<file path="src/rtl/tage_pkg.sv">
package tage_pkg;
  localparam int CTR_W  = 3;
  localparam int USE_W  = 2;
  localparam int BASE_W = 2;

  typedef logic signed [CTR_W-1:0] ctr_t;
  typedef logic [USE_W-1:0]        use_t;
  typedef logic [BASE_W-1:0]       bctr_t;

  localparam ctr_t CTR_MAX  = ctr_t'({1'b0, {(CTR_W-1){1'b1}}});
  localparam ctr_t CTR_MIN  = ctr_t'({1'b1, {(CTR_W-1){1'b0}}});
  localparam ctr_t CTR_WK_T = ctr_t'(0);
  localparam ctr_t CTR_WK_N = ctr_t'({CTR_W{1'b1}});
  localparam bctr_t BASE_RST = bctr_t'(1);

  // signed direction counter, saturating in both directions
  function automatic ctr_t ctr_train(ctr_t c, logic up);
    ctr_t r;
    r = c;
    if (up && (c != CTR_MAX))
      r = c + ctr_t'(1);
    else if (!up && (c != CTR_MIN))
      r = c - ctr_t'(1);
    return r;
  endfunction

  // usefulness counter, saturating at 0 and all-ones
  function automatic use_t use_step(use_t u, logic inc, logic dec);
    use_t r;
    r = u;
    if (inc && (u != {USE_W{1'b1}}))
      r = u + use_t'(1);
    else if (dec && (u != '0))
      r = u - use_t'(1);
    return r;
  endfunction

  function automatic bctr_t base_train(bctr_t c, logic up);
    bctr_t r;
    r = c;
    if (up && (c != {BASE_W{1'b1}}))
      r = c + bctr_t'(1);
    else if (!up && (c != '0))
      r = c - bctr_t'(1);
    return r;
  endfunction
endpackage

</file>
<file path="src/rtl/tage_fold.sv">
module tage_fold #(
  parameter int IN_W  = 10,
  parameter int OUT_W = 4
) (
  input  logic [IN_W-1:0]  din,
  output logic [OUT_W-1:0] dout
);
  localparam int NCH   = (IN_W + OUT_W - 1) / OUT_W;
  localparam int PAD_W = NCH * OUT_W;

  logic [PAD_W-1:0] padded;
  assign padded = PAD_W'(din);

  always_comb begin
    dout = '0;
    for (int j = 0; j < NCH; j++)
      dout = dout ^ padded[j*OUT_W +: OUT_W];
  end
endmodule

</file>
<file path="src/rtl/tage_base.sv">
module tage_base
  import tage_pkg::*;
#(
  parameter int IDX_W = 5
) (
  input  logic             clk,
  input  logic             rst_n,
  input  logic [IDX_W-1:0] idx,
  output logic             pred,
  input  logic             trn_en,
  input  logic             taken
);
  localparam int DEPTH = 1 << IDX_W;

  bctr_t tbl_q [DEPTH];
  bctr_t rd;
  bctr_t nxt;

  assign rd   = tbl_q[idx];
  assign pred = rd[BASE_W-1];

  always_comb begin
    nxt = base_train(rd, taken);
  end

  always_ff @(posedge clk or negedge rst_n) begin
    if (!rst_n) begin
      for (int i = 0; i < DEPTH; i++)
        tbl_q[i] <= BASE_RST;
    end else if (trn_en) begin
      tbl_q[idx] <= nxt;
    end
  end
endmodule

</file>
<file path="src/rtl/tage_bank.sv">
module tage_bank
  import tage_pkg::*;
#(
  parameter int IDX_W    = 4,
  parameter int TAG_W    = 6,
  parameter int HIST_LEN = 5
) (
  input  logic                clk,
  input  logic                rst_n,
  input  logic [IDX_W-1:0]    pc_lo,
  input  logic [TAG_W-1:0]    pc_hash,
  input  logic [HIST_LEN-1:0] hist,
  output logic                hit,
  output logic                pred,
  output logic                free,
  input  logic                trn_en,
  input  logic                use_inc,
  input  logic                use_dec,
  input  logic                alloc_en,
  input  logic                taken
);
  localparam int DEPTH = 1 << IDX_W;

  typedef struct packed {
    logic             vld;
    logic [TAG_W-1:0] tag;
    ctr_t             ctr;
    use_t             u;
  } ent_t;

  ent_t             mem_q [DEPTH];
  ent_t             rd;
  ent_t             ent_d;
  logic             wr_en;
  logic [IDX_W-1:0] h_idx;
  logic [TAG_W-1:0] h_tag;
  logic [IDX_W-1:0] idx;
  logic [TAG_W-1:0] tag;

  tage_fold #(.IN_W(HIST_LEN), .OUT_W(IDX_W)) u_fold_idx (.din(hist), .dout(h_idx));
  tage_fold #(.IN_W(HIST_LEN), .OUT_W(TAG_W)) u_fold_tag (.din(hist), .dout(h_tag));

  assign idx  = pc_lo ^ h_idx;
  assign tag  = pc_hash ^ h_tag;
  assign rd   = mem_q[idx];
  assign hit  = rd.vld && (rd.tag == tag);
  assign pred = ~rd.ctr[CTR_W-1];
  assign free = !rd.vld || (rd.u == '0);

  // next-state for the single indexed entry
  always_comb begin
    ent_d = rd;
    wr_en = 1'b0;
    if (alloc_en) begin
      ent_d.vld = 1'b1;
      ent_d.tag = tag;
      ent_d.ctr = taken ? CTR_WK_T : CTR_WK_N;
      ent_d.u   = '0;
      wr_en     = 1'b1;
    end else begin
      if (trn_en)
        ent_d.ctr = ctr_train(rd.ctr, taken);
      if (use_inc || use_dec)
        ent_d.u = use_step(rd.u, use_inc, use_dec);
      wr_en = trn_en || use_inc || use_dec;
    end
  end

  always_ff @(posedge clk or negedge rst_n) begin
    if (!rst_n) begin
      for (int i = 0; i < DEPTH; i++)
        mem_q[i] <= '0;
    end else if (wr_en) begin
      mem_q[idx] <= ent_d;
    end
  end
endmodule

</file>
<file path="src/rtl/tage_predictor.sv">
module tage_predictor
  import tage_pkg::*;
#(
  parameter int PC_W       = 16,
  parameter int NUM_TBL    = 4,
  parameter int IDX_W      = 4,
  parameter int TAG_W      = 6,
  parameter int BASE_IDX_W = 5,
  parameter int MIN_HIST   = 5,
  localparam int PROV_W    = $clog2(NUM_TBL + 1)
) (
  input  logic              clk,
  input  logic              rst_n,
  input  logic [PC_W-1:0]   br_pc,
  output logic              pred_taken,
  output logic [PROV_W-1:0] pred_provider,
  input  logic              res_valid,
  input  logic              res_taken
);
  localparam int GH_W  = MIN_HIST << (NUM_TBL - 1);
  localparam int HI_W  = PC_W - IDX_W;

  logic [GH_W-1:0]    ghist_q;
  logic [GH_W-1:0]    ghist_d;
  logic [TAG_W-1:0]   pc_hash;
  logic               base_pred;
  logic               base_trn;
  logic [NUM_TBL-1:0] hit_vec;
  logic [NUM_TBL-1:0] pred_vec;
  logic [NUM_TBL-1:0] free_vec;
  logic [NUM_TBL-1:0] trn_vec;
  logic [NUM_TBL-1:0] uinc_vec;
  logic [NUM_TBL-1:0] udec_vec;
  logic [NUM_TBL-1:0] alloc_vec;
  logic [PROV_W-1:0]  prov;
  logic               prov_pred;
  logic               alt_pred;
  logic               mispred;
  logic               alloc_found;
  logic               decay_all;

  // upper address bits hashed into the tag width
  tage_fold #(.IN_W(HI_W), .OUT_W(TAG_W)) u_pc_hash (
    .din  (br_pc[PC_W-1:IDX_W]),
    .dout (pc_hash)
  );

  tage_base #(.IDX_W(BASE_IDX_W)) u_base (
    .clk    (clk),
    .rst_n  (rst_n),
    .idx    (br_pc[BASE_IDX_W-1:0]),
    .pred   (base_pred),
    .trn_en (base_trn),
    .taken  (res_taken)
  );

  for (genvar g = 0; g < NUM_TBL; g++) begin : g_bank
    localparam int HL = MIN_HIST << g;
    tage_bank #(.IDX_W(IDX_W), .TAG_W(TAG_W), .HIST_LEN(HL)) u_bank (
      .clk      (clk),
      .rst_n    (rst_n),
      .pc_lo    (br_pc[IDX_W-1:0]),
      .pc_hash  (pc_hash),
      .hist     (ghist_q[HL-1:0]),
      .hit      (hit_vec[g]),
      .pred     (pred_vec[g]),
      .free     (free_vec[g]),
      .trn_en   (trn_vec[g]),
      .use_inc  (uinc_vec[g]),
      .use_dec  (udec_vec[g]),
      .alloc_en (alloc_vec[g]),
      .taken    (res_taken)
    );
  end

  // provider and alternate: walk banks from shortest to longest history
  always_comb begin
    prov      = '0;
    prov_pred = base_pred;
    alt_pred  = base_pred;
    for (int k = 0; k < NUM_TBL; k++) begin
      if (hit_vec[k]) begin
        prov      = PROV_W'(k + 1);
        alt_pred  = prov_pred;
        prov_pred = pred_vec[k];
      end
    end
  end

  assign pred_taken    = prov_pred;
  assign pred_provider = prov;
  assign mispred       = res_valid && (prov_pred != res_taken);
  assign base_trn      = res_valid && (prov == '0);

  // one new entry in the lowest free bank above the provider
  always_comb begin
    alloc_vec   = '0;
    alloc_found = 1'b0;
    for (int k = 0; k < NUM_TBL; k++) begin
      if (mispred && !alloc_found && (k + 1 > int'(prov)) && free_vec[k]) begin
        alloc_vec[k] = 1'b1;
        alloc_found  = 1'b1;
      end
    end
  end

  assign decay_all = mispred && !alloc_found;

  always_comb begin
    for (int k = 0; k < NUM_TBL; k++) begin
      trn_vec[k]  = res_valid && (int'(prov) == k + 1);
      uinc_vec[k] = trn_vec[k] && (alt_pred != prov_pred) && (prov_pred == res_taken);
      udec_vec[k] = (trn_vec[k] && (alt_pred != prov_pred) && (prov_pred != res_taken)) ||
                    (decay_all && (k + 1 > int'(prov)));
    end
  end

  // global outcome history
  assign ghist_d = {ghist_q[GH_W-2:0], res_taken};

  always_ff @(posedge clk or negedge rst_n) begin
    if (!rst_n)
      ghist_q <= '0;
    else if (res_valid)
      ghist_q <= ghist_d;
  end
endmodule

</file>
<file path="config.mk">
export PLATFORM = sky130hd
export DESIGN_NAME = tage_predictor
export DESIGN_NICKNAME = d
export VERILOG_FILES = /design/src/rtl/tage_pkg.sv /design/src/rtl/tage_fold.sv /design/src/rtl/tage_base.sv /design/src/rtl/tage_bank.sv /design/src/rtl/tage_predictor.sv
export SDC_FILE = /design/constraint.sdc
export NUM_CORES = 2
export LEC_CHECK = 0
export ABC_AREA = 0
export BUFFER_PORTS_ARGS = -buffer_cell sky130_fd_sc_hd__buf_4
export CAP_MARGIN = 20
export CORE_MARGIN = 1.5
export CORE_UTILIZATION = 40
export CTS_CLUSTER_SIZE = 30
export DETAILED_ROUTE_END_ITERATION = 8
export GPL_TIMING_DRIVEN = 0
export PLACE_DENSITY_LB_ADDON = 0.1
export SLEW_MARGIN = 20
export SYNTH_ARGS = -nofsm -noshare
export SYNTH_HDL_FRONTEND = slang
export SYNTH_HIERARCHICAL = 1
export SYNTH_SLANG_ARGS = --single-unit
</file>
<file path="constraint.sdc">
create_clock -name clk -period 6.7 [get_ports clk]
set_clock_uncertainty 0.2 [all_clocks]
set_input_delay 0.67 -clock clk [delete_from_list [all_inputs] [get_ports clk]]
set_output_delay 0.67 -clock clk [all_outputs]
set_load 0.005 [all_outputs]
</file>
After elaboration in Yosys (flattened, before gate mapping)
Cells that the tools add are included.
{"block": "totals", "reg_bits": 872, "romBits": 0, "ram_bits": 0, "output_inout_bits": 4, "in_bits": 20, "wordCells": 569, "latchBits": 0, "mem_count": 0}
{"block": "op_classes", "n_mul": 0, "mux": 87, "n_addsub": 18, "eq_ne": 24, "bitwise": 37, "magnitude_cmp": 14, "shifts": 0, "reduce_logical": 100, "div_mod_pow": 0}
{"cell": "bitwise mux 192 bit", "count": 4}
{"cell": "binary-select mux 12 bit (select 4 bit)", "count": 4}
{"cell": "demux 12 bit (select 4 bit)", "count": 4}
{"cell": "two-way mux 12 bit", "count": 12}
{"cell": "bitwise mux 64 bit", "count": 1}
{"cell": "logical AND 1 bit", "count": 61}
{"cell": "bitwise XOR 6 bit", "count": 9}
{"cell": "bitwise XOR 4 bit", "count": 13}
{"cell": "two-way mux 3 bit", "count": 15}
{"cell": "two-way mux 2 bit", "count": 18}
{"cell": "two-way mux 7 bit", "count": 4}
{"cell": "equality test 6 bit", "count": 4}
{"cell": "!= test 3 bit, second input constant", "count": 8}
{"cell": ">= comparator 5 bit, second input constant", "count": 4}
{"cell": "logical OR 1 bit", "count": 20}
{"cell": "less-than comparator 5 x 1 -> 1 bit, second input constant", "count": 4}
{"cell": "two-way mux 5 bit", "count": 4}
{"cell": "inverter 4 -> 5 bit", "count": 4}
{"cell": "two-way mux 1 bit", "count": 19}
{"cell": "adder 3 x 2 -> 3 bit, second input constant", "count": 4}
{"cell": "subtractor 3 x 2 -> 3 bit, second input constant", "count": 4}
{"cell": "bitwise XOR 6 x 4 -> 6 bit", "count": 2}
{"cell": "adder 2 x 1 -> 2 bit, second input constant", "count": 5}
{"cell": "binary-select mux 2 bit (select 5 bit)", "count": 1}
{"cell": "other kinds (22)", "count": 52}

Logic depth before layout (Yosys ltp)
{"block": "logic_depth", "ltp_word": 47, "mapped_depth": 27}

Cells and area by module
The synthesis kept the hierarchy.
{"mod": "tage_bank (g_bank[1].u_bank ...)", "seq_area_each_um2": 4804.6, "n_inst": 2, "cells_per_inst": 804, "area_each_um2": 9157.5}
{"mod": "tage_bank (g_bank[0].u_bank)", "seq_area_each_um2": 4804.6, "n_inst": 1, "cells_per_inst": 885, "area_each_um2": 9311.4}
{"mod": "tage_bank (g_bank[3].u_bank)", "seq_area_each_um2": 4804.6, "n_inst": 1, "cells_per_inst": 866, "area_each_um2": 9278.9}
{"mod": "tage_base", "seq_area_each_um2": 1641.6, "n_inst": 1, "cells_per_inst": 409, "area_each_um2": 4146.5}
{"mod": "tage_predictor", "seq_area_each_um2": 1001.0, "n_inst": 1, "cells_per_inst": 152, "area_each_um2": 1896.8}
{"mod": "tage_fold (g_bank[3].u_bank.u_fold_idx)", "seq_area_each_um2": 0.0, "n_inst": 1, "cells_per_inst": 32, "area_each_um2": 365.4}
{"mod": "tage_fold (g_bank[3].u_bank.u_fold_tag)", "seq_area_each_um2": 0.0, "n_inst": 1, "cells_per_inst": 24, "area_each_um2": 347.8}
{"mod": "tage_fold (g_bank[2].u_bank.u_fold_idx)", "seq_area_each_um2": 0.0, "n_inst": 1, "cells_per_inst": 12, "area_each_um2": 160.2}
{"mod": "tage_fold (g_bank[2].u_bank.u_fold_tag)", "seq_area_each_um2": 0.0, "n_inst": 1, "cells_per_inst": 14, "area_each_um2": 122.6}
{"mod": "tage_fold (g_bank[1].u_bank.u_fold_idx)", "seq_area_each_um2": 0.0, "n_inst": 1, "cells_per_inst": 4, "area_each_um2": 65.1}
{"mod": "tage_fold (u_pc_hash)", "seq_area_each_um2": 0.0, "n_inst": 1, "cells_per_inst": 6, "area_each_um2": 52.6}
{"mod": "tage_fold (g_bank[1].u_bank.u_fold_tag)", "seq_area_each_um2": 0.0, "n_inst": 1, "cells_per_inst": 6, "area_each_um2": 50.0}
{"mod": "tage_fold (g_bank[0].u_bank.u_fold_tag)", "seq_area_each_um2": 0.0, "n_inst": 1, "cells_per_inst": 7, "area_each_um2": 48.8}
{"mod": "tage_fold (g_bank[0].u_bank.u_fold_idx)", "seq_area_each_um2": 0.0, "n_inst": 1, "cells_per_inst": 4, "area_each_um2": 31.3}

Least setup slack after synthesis
No wires, ideal clock.
{"block": "synth_path", "kind": "reg-to-reg", "from": "register ghist_q[16]", "to": "register g_bank[1].u_bank/mem_q[172] in the netlist's numbering", "synth_period_minus_slack_ps": 6355, "setup_ps": 125, "arrival_time_ps": 6030, "path_stages_with_launch": 26, "path_slack_ps": 345, "path_cell_list": "dfrtp_1 xnor2_1 xnor3_1 xnor2_1 xor2_2 buf_6 buf_8 buf_6 mux4_2 xor2_1 o31ai_1 a41oi_1 a311oi_1 clkbuf_1 nand2_1 o21ai_0 a211oi_2 buf_6 and2b_1 or4_1 nand2_1 nor2_1 buf_1 nand2_1 clkbuf_1 mux2_2"}
{"element": "from (decl)", "line_no": "tage_predictor.sv:23", "source": "logic [GH_W-1:0] ghist_q;"}
{"element": "from (signal assigned)", "line_no": "tage_predictor.sv:125", "source": "ghist_q <= ghist_d;"}
{"element": "bitwise XOR 4 bit * (6 in series)", "line_no": "tage_fold.sv:17", "source": "dout = dout ^ padded[j*OUT_W +: OUT_W];"}
{"element": "via g_bank[3].u_bank.h_idx[0]", "line_no": "tage_bank.sv:35", "source": "logic [IDX_W-1:0] h_idx;"}
{"element": "bitwise XOR 4 bit *", "line_no": "tage_bank.sv:43", "source": "assign idx = pc_lo ^ h_idx;"}
{"element": "inverter 4 -> 5 bit (implied by the code) *", "line_no": "tage_bank.sv:45", "source": "assign rd = mem_q[idx];"}
{"element": "binary-select mux 12 bit (select 4 bit) *", "line_no": "tage_bank.sv:45"}
{"element": "two-way mux 12 bit (implied by the code) * (2 in series)", "line_no": "tage_bank.sv:45"}
{"element": "equality test 6 bit", "line_no": "tage_bank.sv:46", "source": "assign hit = rd.vld && (rd.tag == tag);"}
{"element": "logical AND 1 bit *", "line_no": "tage_bank.sv:46"}
{"element": "via hit_vec[3]", "line_no": "tage_predictor.sv:28", "source": "logic [NUM_TBL-1:0] hit_vec;"}
{"element": "two-way mux 3 bit", "line_no": "tage_predictor.sv:82", "source": "if (hit_vec[k]) begin"}
{"element": "equality test 3 bit", "line_no": "tage_predictor.sv:111", "source": "trn_vec[k] = res_valid && (int'(prov) == k + 1);"}
{"element": "logical AND 1 bit", "line_no": "tage_predictor.sv:111"}
{"element": "logical AND 1 bit", "line_no": "tage_predictor.sv:112", "source": "uinc_vec[k] = trn_vec[k] && (alt_pred != prov_pred) && (prov_pred == res_taken);"}
{"element": "logical AND 1 bit *", "line_no": "tage_predictor.sv:112"}
{"element": "via uinc_vec[1]", "line_no": "tage_predictor.sv:32", "source": "logic [NUM_TBL-1:0] uinc_vec;"}
{"element": "logical OR 1 bit * (2 in series)", "line_no": "tage_bank.sv:65", "source": "wr_en = trn_en || use_inc || use_dec;"}
{"element": "two-way mux 1 bit *", "line_no": "tage_bank.sv:54", "source": "if (alloc_en) begin"}
{"element": "to (signal, indexed assignment)", "line_no": "tage_bank.sv:74", "source": "mem_q[idx] <= ent_d;"}
{"element": "to (decl)", "line_no": "tage_bank.sv:31", "source": "ent_t mem_q [DEPTH];"}
Mark *: on every way through the listed nets, which the timed path passes. The rest lies on a longest branch. The select of a mux whose other input is x is not followed.
A chain may end at the register's enable or synchronous reset.

Final worst setup path
{"block": "layout_path", "from": "register ghist_q[8]", "to": "register g_bank[1].u_bank/mem_q[76] in the netlist's numbering"}
{"element": "bitwise XOR 4 bit * (3 in series)", "line_no": "tage_fold.sv:17"}
{"element": "via g_bank[2].u_bank.h_idx[0]", "line_no": "tage_bank.sv:35"}
{"element": "bitwise XOR 4 bit *", "line_no": "tage_bank.sv:43"}
{"element": "inverter 4 -> 5 bit (implied by the code) *", "line_no": "tage_bank.sv:45"}
{"element": "binary-select mux 12 bit (select 4 bit) *", "line_no": "tage_bank.sv:45"}
{"element": "two-way mux 12 bit (implied by the code) * (2 in series)", "line_no": "tage_bank.sv:45"}
{"element": "equality test 6 bit", "line_no": "tage_bank.sv:46"}
{"element": "logical AND 1 bit *", "line_no": "tage_bank.sv:46"}
{"element": "via hit_vec[2]", "line_no": "tage_predictor.sv:28"}
{"element": "parallel branches: the longest is 9 deep, another holds > comparator 1 x 3 -> 1 bit"}
{"element": "logical AND 1 bit * (2 in series)", "line_no": "tage_predictor.sv:100", "source": "if (mispred && !alloc_found && (k + 1 > int'(prov)) && free_vec[k]) begin"}
{"element": "two-way mux 1 bit *", "line_no": "tage_predictor.sv:100"}
{"element": "via alloc_vec[1]", "line_no": "tage_predictor.sv:34", "source": "logic [NUM_TBL-1:0] alloc_vec;"}
{"element": "two-way mux 5 bit", "line_no": "tage_bank.sv:54"}
{"element": "bitwise mux 192 bit", "line_no": "tage_bank.sv:74"}
Mark *: on every way through the listed nets, which the timed path passes. The select of a mux whose other input is x is not followed.

==> impl_metrics.env <==
export IMPL_status="complete, no violations"
export IMPL_final_cells=5820
export IMPL_nNetsFinal=4305
export IMPL_core_area_um2=109000
export IMPL_grt_ovfl_total=0
export IMPL_syn_cell_area_um2=44200
export IMPL_worst_slack_ns=0.0957
export IMPL_insertion_delay_ns=0.68
export IMPL_antenna_found_initial=1
export IMPL_start_util=0.405
export IMPL_drt_initial_drc_count=2410
export IMPL_slowest_stage="or4_4"
export IMPL_place_ws_ns=-2.33
export IMPL_fin_tns_setup_ns=0
export IMPL_ys_seq_area_frac=0.495
export IMPL_io_buffer_count=22
export IMPL_hold_path_class="flop to flop"
export IMPL_tritoncts="yes"
export IMPL_maxCapViolations=0
export IMPL_final_min_clock_period_ns=6.60
export IMPL_drive_above_1_share=0.261
export IMPL_viasPerCell=5.47
export IMPL_tightest_slew_ns=1.09
export IMPL_netlist_instances=4029
export IMPL_synth_area_leaders="dfrtp_1 48%, mux4_2 8.1%, nand2_1 7.1%"
export IMPL_fmax_mhz=151
export IMPL_critPathCaptureType="flop"
export IMPL_powerDensity_nw_per_um2=547
export IMPL_cp_arrival_ns=6.96
export IMPL_syn_num_nets=4073
export IMPL_synth_seq_cells=872
export IMPL_die_w_um=335
export IMPL_synth_avg_cell_area_um2=11.0
export IMPL_die_y_um=335
export IMPL_placementRows=121
export IMPL_dr_pass1_iters=8
export IMPL_place_hpwl_mm=89.6
export IMPL_synth_edff_count=0
export IMPL_finalHoldViolCount=0
export IMPL_peakVddDrop_v=0.000450
export IMPL_gp_congestion=0.887
export IMPL_grt_pass1_vias=31700
export IMPL_drtAntennaViolNets=0
export IMPL_wire_per_inst_um=22.6
export IMPL_ios=24
export IMPL_htreeDepth=3
export IMPL_vias=31800
export IMPL_syn_to_final_growth_pct=18.1
export IMPL_crit_required_ns=7.06
export IMPL_crit_type="flop to flop"
export IMPL_whs_ns=0.271
export IMPL_ys_top_cells_by_count="840 x dfrtp_1, 833 x nand2_1, 544 x o21ai_0"
export IMPL_drc=0
export IMPL_post_route_util=0.478
export IMPL_yosys_warnings=6
export IMPL_wirelength_mm=132
export IMPL_async_reset_ff_frac=1.00
export IMPL_clock_sinks=872
export IMPL_setup_violations=0
export IMPL_die_area_um2=112000
export IMPL_synth_largest_area_cell="dfrtp_1"
export IMPL_path_cells="xnor3_2, xnor2_4, xor2_4, buf_12, buf_12, mux4_2, mux4_2, xnor2_2, nor3_2, buf_6, nor2_1, a211o_1, a211oi_4, buf_6, nor2_1, or4_4, nand2_1, nor2_1, nand2_1, clkbuf_2, mux2_2"
export IMPL_cts_buffers=101
export IMPL_fin_crit_sh=0.986
export IMPL_slowest_delay_ns=0.56
export IMPL_cpMostUsedCell="nor2_1"
export IMPL_path_max_fanout=10
export IMPL_grt_usage=0.237
export IMPL_yosysUniqueCellTypes=87
export IMPL_worstSetupStartpointType="flop"
export IMPL_grt_pass1_wl_mm=202
export IMPL_cts_buffer_depth=3
export IMPL_leakage_nw=22.7
export IMPL_drv_slew=0
export IMPL_synthFlopType="dfrtp_1"
export IMPL_grt_max_degree=142
export IMPL_clk_pin_slew_ns=0.06
export IMPL_synth_top_cell_area_share=0.476
export IMPL_relSlewSlack=0.272
export IMPL_yosysMostFrequentCell="dfrtp_1"
export IMPL_clockRootBuffer="clkbuf_16"
export IMPL_placed_cells=5536
==> report_power, final <==
group | internal [W] | switching, W
registers | 0.00606 | 0.000510
logic | 0.00670 | 0.00963
clock network | 0.00338 | 0.00226
total | 0.0161 | 0.0124
==> placed cells by master (no fill, tap or decap), types with 71 or more instances in the layout <==
| master | n |
|---|---|
| dfrtp_1 | 826 |
| nand2_1 | 805 |
| o21ai_0 | 540 |
| nor2_1 | 204 |
| mux4_2 | 160 |
| buf_4 | 149 |
| mux2_2 | 139 |
| a21oi_1 | 129 |
| clkbuf_16 | 103 |
| clkbuf_1 | 99 |
| xnor2_1 | 80 |
| clkbuf_2 | 71 |
==> logic make-up after synthesis <==
logic type | share of synthesized area
XOR/XNOR | 0.0474
AO/OA/AOI/OAI | 0.136
adder cells (fa/ha/maj) | 0.00680
flip-flops | 0.495
other | 0.0000849
multiplexers | 0.162
AND/OR/NAND/NOR | 0.113
buffers and inverters | 0.0398
==> layout make-up <==
cell class | count | area, µm²
Fill cell | 10100 | 57000
Sequential cell | 872 | 21900
Multi-Input combinational cell | 2825 | 21600
Clock buffer | 154 | 3040
Buffer | 293 | 2100
Tap cell | 1476 | 1850
Timing Repair Buffer | 132 | 1230
Clock inverter | 31 | 370
Inverter | 36 | 135
Antenna cell | 1 | 2.50
==> final timing paths <==
path / depth (start not counted) / start / slack [ns] / endpoint
min: 2 / g_bank[3].u_bank/mem_q[5] / 0.27 / g_bank[3].u_bank/mem_q[5]
min in group asynchronous: 2 / rst_n / 0.40 / g_bank[1].u_bank/mem_q[186]
max in group asynchronous: 5 / rst_n / 3.68 / g_bank[3].u_bank/mem_q[65]
min reg2reg: 2 / g_bank[3].u_bank/mem_q[5] / 0.27 / g_bank[3].u_bank/mem_q[5]
max: 21 / ghist_q[8] / 0.1 / g_bank[1].u_bank/mem_q[76]
max reg2reg: 21 / ghist_q[8] / 0.1 / g_bank[1].u_bank/mem_q[76]
==> worst max-delay path, delay by kind of cell (launching register included) <==
family	cells	cell delay (ns)
multiplexers	3	1.48
AND/OR/NAND/NOR	7	1.35
XOR/XNOR	4	1.23
buffers and inverters	5	1.03
AO/OA/AOI/OAI	2	0.75
flip-flops	1	0.40
==> flip-flops by register name (all words and copies together), names as in the netlist <==
register / count
ghist_q: 40
u_base/tbl_q: 64
g_bank.u_bank/mem_q: 768
==> layer usage <==
metal | part of all wire | wire [µm] | track usage | up-vias
li1 | - | - | - | 14800
met1 | 0.46 | 61100 | 0.345 | 16100
met2 | 0.46 | 61100 | 0.372 | 717
met3 | 0.047 | 6200 | 0.0294 | 197
met4 | 0.025 | 3340 | 0.0639 | 2
met5 | 0.000099 | 13 | 0 | -
==> stage by stage <==
stage / total power, W / cell area (µm²)
floorplan: 0.0159 / 44200
global placement: 0.0203 / 46200
detailed placement: 0.0204 / 46500
CTS: 0.0279 / 51400
global route: 0.0300 / 52200
finish: 0.0285 / 52200
==> what timing repair did <==
action,4_1_cts,5_1_grt
pin swaps,14,31
resized for setup,306,172
setup endpoints to repair,835,785
hold buffers,1,0
endpoints found under the hold margin,108,0
cloned,1,0
buffers inserted,49,50
No activity file was read; power rests on OpenSTA's default activity.
